$ cat src/rtl/qtree_pkg.sv
package qtree_pkg;
    localparam int TILE_PIX  = 64;
    localparam int POS_W     = 6;
    localparam int GROUPS    = 16;
    localparam int QUADS     = 4;
    localparam int LEVELS    = 3;

    typedef enum logic [1:0] {
        SZ_NONE = 2'd0,
        SZ_2X2  = 2'd1,
        SZ_4X4  = 2'd2,
        SZ_8X8  = 2'd3
    } blk_size_e;

    typedef enum logic {
        ST_FILL = 1'b0,
        ST_EMIT = 1'b1
    } phase_e;
endpackage

$ cat src/rtl/quad_reducer.sv
module quad_reducer #(
    parameter int VAL_W = 8,
    parameter int SUM_W = 14
) (
    input  logic             clk,
    input  logic             rst,
    input  logic             in_vld,
    input  logic [VAL_W-1:0] in_max,
    input  logic [VAL_W-1:0] in_min,
    input  logic [SUM_W-1:0] in_sum,
    output logic             out_vld,
    output logic [VAL_W-1:0] out_max,
    output logic [VAL_W-1:0] out_min,
    output logic [SUM_W-1:0] out_sum
);
    logic [1:0]       cnt_q;
    logic [VAL_W-1:0] acc_max_q, acc_min_q;
    logic [SUM_W-1:0] acc_sum_q;
    logic             first;

    always_comb begin
        first   = (cnt_q == 2'd0);
        out_max = (first || in_max > acc_max_q) ? in_max : acc_max_q;
        out_min = (first || in_min < acc_min_q) ? in_min : acc_min_q;
        out_sum = (first ? '0 : acc_sum_q) + in_sum;
        out_vld = in_vld && (cnt_q == 2'd3);
    end

    always_ff @(posedge clk) begin
        if (rst) begin
            cnt_q     <= '0;
            acc_max_q <= '0;
            acc_min_q <= '0;
            acc_sum_q <= '0;
        end else if (in_vld) begin
            cnt_q     <= cnt_q + 2'd1;
            acc_max_q <= out_max;
            acc_min_q <= out_min;
            acc_sum_q <= out_sum;
        end
    end
endmodule

$ cat src/rtl/blk_size_select.sv
module blk_size_select
    import qtree_pkg::*;
#(
    parameter int PIX_W = 8
) (
    input  logic [3:0]       grp,
    input  logic             flat8,
    input  logic [QUADS-1:0] flat4,
    input  logic [PIX_W-1:0] mean8,
    input  logic [PIX_W-1:0] mean4 [QUADS],
    input  logic [PIX_W-1:0] mean2 [GROUPS],
    output blk_size_e        code,
    output logic [PIX_W-1:0] mean
);
    always_comb begin
        if (flat8) begin
            code = SZ_8X8;
            mean = mean8;
        end else if (flat4[grp[3:2]]) begin
            code = SZ_4X4;
            mean = mean4[grp[3:2]];
        end else begin
            code = SZ_2X2;
            mean = mean2[grp];
        end
    end
endmodule

$ cat src/rtl/qtree_block_sizer.sv
module qtree_block_sizer
    import qtree_pkg::*;
#(
    parameter int PIX_W      = 8,
    parameter int GRAD_LIMIT = 12
) (
    input  logic             clk,
    input  logic             rst,
    input  logic             in_valid,
    output logic             in_ready,
    input  logic [PIX_W-1:0] in_pixel,
    output logic             out_valid,
    input  logic             out_ready,
    output logic [1:0]       out_code,
    output logic [PIX_W-1:0] out_mean
);
    localparam int SUM_W = PIX_W + 2 * LEVELS;
    localparam logic [PIX_W-1:0] LIMIT_V = PIX_W'(GRAD_LIMIT);

    phase_e            state_q, state_d;
    logic [POS_W-1:0]  pos_q;
    logic              take_in, take_out, last_pos;

    logic             lv_vld [0:LEVELS];
    logic [PIX_W-1:0] lv_max [0:LEVELS];
    logic [PIX_W-1:0] lv_min [0:LEVELS];
    logic [SUM_W-1:0] lv_sum [0:LEVELS];
    logic             grd_ok [1:LEVELS];

    logic [GROUPS-1:0] flat2_q;
    logic [QUADS-1:0]  flat4_q;
    logic              flat8_q;
    logic [PIX_W-1:0]  mean2_q [GROUPS];
    logic [PIX_W-1:0]  mean4_q [QUADS];
    logic [PIX_W-1:0]  mean8_q;
    logic              quad_flat_now;
    blk_size_e         sel_code;

    // level 0 is the raw pixel stream
    assign lv_vld[0] = take_in;
    assign lv_max[0] = in_pixel;
    assign lv_min[0] = in_pixel;
    assign lv_sum[0] = SUM_W'(in_pixel);

    generate
        for (genvar k = 1; k <= LEVELS; k++) begin : g_level
            quad_reducer #(.VAL_W(PIX_W), .SUM_W(SUM_W)) u_red (
                .clk     (clk),
                .rst     (rst),
                .in_vld  (lv_vld[k-1]),
                .in_max  (lv_max[k-1]),
                .in_min  (lv_min[k-1]),
                .in_sum  (lv_sum[k-1]),
                .out_vld (lv_vld[k]),
                .out_max (lv_max[k]),
                .out_min (lv_min[k]),
                .out_sum (lv_sum[k])
            );
            assign grd_ok[k] = (lv_max[k] - lv_min[k]) <= LIMIT_V;
        end
    endgenerate

    // state register and position counter
    always_ff @(posedge clk) begin
        if (rst) begin
            state_q <= ST_FILL;
            pos_q   <= '0;
        end else begin
            state_q <= state_d;
            if (take_in || take_out) pos_q <= pos_q + 1'b1;
        end
    end

    always_comb begin
        last_pos = (pos_q == POS_W'(TILE_PIX - 1));
        state_d  = state_q;
        unique case (state_q)
            ST_FILL: if (take_in  && last_pos) state_d = ST_EMIT;
            ST_EMIT: if (take_out && last_pos) state_d = ST_FILL;
        endcase
    end

    // output process
    always_comb begin
        in_ready  = 1'b0;
        out_valid = 1'b0;
        unique case (state_q)
            ST_FILL: in_ready  = 1'b1;
            ST_EMIT: out_valid = 1'b1;
        endcase
        take_in  = in_valid && in_ready;
        take_out = out_valid && out_ready;
        out_code = sel_code;
    end

    // quadrant flatness including the 2x2 group finishing this cycle
    assign quad_flat_now = grd_ok[2] && grd_ok[1] && (&flat2_q[{pos_q[5:4], 2'b00} +: 3]);

    always_ff @(posedge clk) begin
        if (rst) begin
            flat2_q <= '0;
            flat4_q <= '0;
            flat8_q <= 1'b0;
        end else begin
            if (lv_vld[1]) flat2_q[pos_q[5:2]] <= grd_ok[1];
            if (lv_vld[2]) flat4_q[pos_q[5:4]] <= quad_flat_now;
            if (lv_vld[3]) flat8_q <= grd_ok[3] && quad_flat_now && (&flat4_q[2:0]);
        end
    end

    always_ff @(posedge clk) begin
        if (lv_vld[1]) mean2_q[pos_q[5:2]] <= PIX_W'(lv_sum[1] >> 2);
        if (lv_vld[2]) mean4_q[pos_q[5:4]] <= PIX_W'(lv_sum[2] >> 4);
        if (lv_vld[3]) mean8_q <= PIX_W'(lv_sum[3] >> 6);
    end

    blk_size_select #(.PIX_W(PIX_W)) u_sel (
        .grp   (pos_q[5:2]),
        .flat8 (flat8_q),
        .flat4 (flat4_q),
        .mean8 (mean8_q),
        .mean4 (mean4_q),
        .mean2 (mean2_q),
        .code  (sel_code),
        .mean  (out_mean)
    );
endmodule

$ cat config.mk
export PLATFORM = sky130hd
export DESIGN_NAME = qtree_block_sizer
export DESIGN_NICKNAME = d
export VERILOG_FILES = /design/src/rtl/qtree_pkg.sv /design/src/rtl/quad_reducer.sv /design/src/rtl/blk_size_select.sv /design/src/rtl/qtree_block_sizer.sv
export SDC_FILE = /design/constraint.sdc
export NUM_CORES = 1
export LEC_CHECK = 0
export BUFFER_PORTS_ARGS = -buffer_cell sky130_fd_sc_hd__buf_2
export CAP_MARGIN = 25
export CORE_ASPECT_RATIO = 0.8
export CORE_MARGIN = 5
export CORE_UTILIZATION = 27
export CTS_CLUSTER_DIAMETER = 120
export DETAILED_ROUTE_END_ITERATION = 10
export PLACE_DENSITY = 0.4
export SYNTH_ARGS = -nofsm -noshare
export SYNTH_HDL_FRONTEND = slang
export SYNTH_SLANG_ARGS = --single-unit
$ cat constraint.sdc
create_clock -name clk -period 9.9 [get_ports clk]
set_input_delay 1.98 -clock clk [delete_from_list [all_inputs] [get_ports clk]]
set_output_delay 1.98 -clock clk [all_outputs]
set_load 0.05 [all_outputs]
==> run summary <==
HP Class = reg2reg
Share of layout cells above drive strength 1 = 13.37%
Hold Path Depth = 2
Max-cap viol count = 0
Sequential cell area fraction in the yosys report = 49.15%
Via count = 10.48k
RSZ-0062 raised after global routing = no
RD Place Congestion = 0.7791
Vias in the first global route = 10.11k
Most frequent cells in the layout = 178 x nand2_1, 168 x edfxtp_1, 136 x a21oi_1
Syn_area_per_cell = 10.62 um2
Top Ports = 24
Crit-path most repeated cell = a21oi_1
CP max FO = 16
Setup bufs post-CTS = 0
Clock latency on the worst-skew pair = 570 ps
FILL cells = 5,669
Post-Synthesis Cells = 1,427
Hold-fix buffers, CTS = 0
Final core occ = 31.69%
Die W = 274.9 um
Pwr Total = 3.041 mW
WL/cell = 18.32 um
Antenna violations before repair = 0
Library cells used by synthesis = 66
Fin crit share = 86.45%
Reg2reg path depth = 38
Final Hold Viols = 0
WS Path Type = in2reg
Tightest Pin Transition = 965.6 ps
Slew headroom = 35.39%
Grt total ovfl = 0
Status = finished clean
Post-Syn Nets = 1,549
Asr flop ratio synth = 0%
Routed vias/inst = 4.650
Die Height = 221.9 um
Port Buf Inserts = 23
Ys flop type = edfxtp_1
Core Area = 0.05540 mm2
FMAX = 116.8 MHz
Final Max Tran Viols = 0
Total GRT Usage = 13.53%
Startpoint types = input pin
Clock slew at reported path FFs = 50 ps
Post-synthesis sequential element count = 288
DIE AREA = 0.06099 mm2
PwrDens = 173.2 mW/mm2
EDFF count, synth = 168
Setup Skew = 31.74 ps
CTS tree = yes
CP endpoint kind = flop
CTS H-tree lvls = 2
Ys Warns = 0
First-pass DRT Iterations = 5
Final setup vio count = 0
Starting Density = 27.35%
Peak VDD IR = 99.61 uV
Mapped Area = 0.01515 mm2
Crit path DAT = 9010 ps
Static Leak = 6.249 nW
Final min period = 8559 ps
Synth-to-Final Area Change = 15.85%
Row cnt = 77
Reg-to-reg slack, setup = 2540 ps
Setup_tns = 0 ps
First-pass GRT wire length = 63,350 um
Detailed Route WL = 41,280 um
CTS resizes = 0
Iter 0 DRT Violations = 665
Root Driver = clkbuf_16
Crit path max-delay cell type = o41a_1
Total Nets Final = 1,599
Number of buffers created by CTS = 35
Max Root-Sink Buffers = 3
Most common cell after layout, fill and taps aside = nand2_1
Post-route ant nets = 0
Final HPWL DP = 28,530 um
# DRC = 0
CTS sink count = 288
Slowest stage delay, CP = 500 ps
Largest net degree at the start of global routing = 68
Worst EP required = 10,360 ps
final cells by class:
cell class                      count  area (um2)  share of cell area, %
Clock inverter                     19       206.4                  1.176
Antenna cell                        1       2.502                0.01426
Clock buffer                       44       949.7                  5.410
Multi-Input combinational cell    986        7146                  40.71
Sequential cell                   288        7451                  42.44
Timing Repair Buffer               76       523.0                  2.979
Inverter                           90       337.8                  1.924
Tap cell                          750       938.4                  5.346
worst max-delay path, delay by kind of cell:
kind | cells | cell delay, ps
compound gates | 20 | 3930
xor+xnor | 2 | 280
fa+ha+maj | 4 | 1060
buf+inv | 4 | 620
mux | 1 | 400
simple gates | 7 | 720
synth_stat cells, drive strengths merged (4+ instances only):
library cell	number	share of area [%]
a211o	5	0.29
nand2b	11	0.45
nor2b	46	1.9
o211ai	5	0.28
a211oi	32	1.7
nand3	24	0.79
xor2	12	0.69
o2111ai	4	0.23
a21oi	137	4.5
and3	7	0.29
nor3	16	0.53
mux2i	33	2.3
o21bai	10	0.50
mux4	49	7.3
edfxtp	168	33
o21a	7	0.35
a21o	11	0.55
o21ai	67	2.2
or3	7	0.36
clkbuf	51	1.3
dfxtp	120	16
inv	90	2.2
buf	12	0.35
nand4	8	0.33
nand2	178	4.4
xnor2	30	1.7
a31oi	8	0.33
ha	107	8.8
nor2	124	3.1
layer usage:
metal	up-vias	GRT usage, %	part of all wire (%)
met2	133	17.82	38
li1	5260	-	-
met5	-	0	0
met1	5041	22.18	56
met4	0	3.189	1.7
met3	48	2.748	3.8
kinds of logic after synthesis:
logic type                 synth area share (%)
and+or+nand+nor                           12.90
AOI/OAI and AO/OA                         12.39
DFF                                       49.15
buffers and inverters                     3.840
adders and majority gates                 9.232
muxes                                     9.769
xor gates and xnor gates                  2.725
where the power goes:
group / switching (mW) / internal [mW]
clock: 0.546 / 0.743
combinational: 0.281 / 0.171
sequential: 0.00683 / 1.29
total: 0.834 / 2.21
worst paths after layout:
| path | to | start |
|---|---|---|
| hold reg to reg | g_level[3].u_red.acc_sum_q[0] | g_level[3].u_red.acc_sum_q[0] |
| setup / recovery | flat8_q | in_pixel[2] |
| setup reg to reg | flat8_q | g_level[1].u_red.acc_min_q[2] |
| hold / removal | g_level[3].u_red.acc_sum_q[0] | g_level[3].u_red.acc_sum_q[0] |
per-stage QoR:
stage	hold WS (ps)	setup slack (ps)	cell area (um2)	std cells
after CTS	451.7	1332	17540	2252
after global placement	434.5	891.2	16380	2189
after global routing	467.2	524.3	17550	2253
final	447.3	1341	17550	2254
after detailed placement	444.6	757.6	16380	2189
after floorplan	427.3	1211	15150	1427
sequential cells by signal, summed over array words and instances, names as in the netlist:
name                     flops
g_level.u_red.acc_max_q     24
flat8_q                      1
g_level.u_red.acc_min_q     24
state_q                      1
g_level.u_red.acc_sum_q     42
flat2_q                     12
pos_q                        6
mean8_q                      8
mean4_q                     32
g_level.u_red.cnt_q          6
mean2_q                    128
flat4_q                      4
Note: power is estimated with default switching activity, not from simulation.
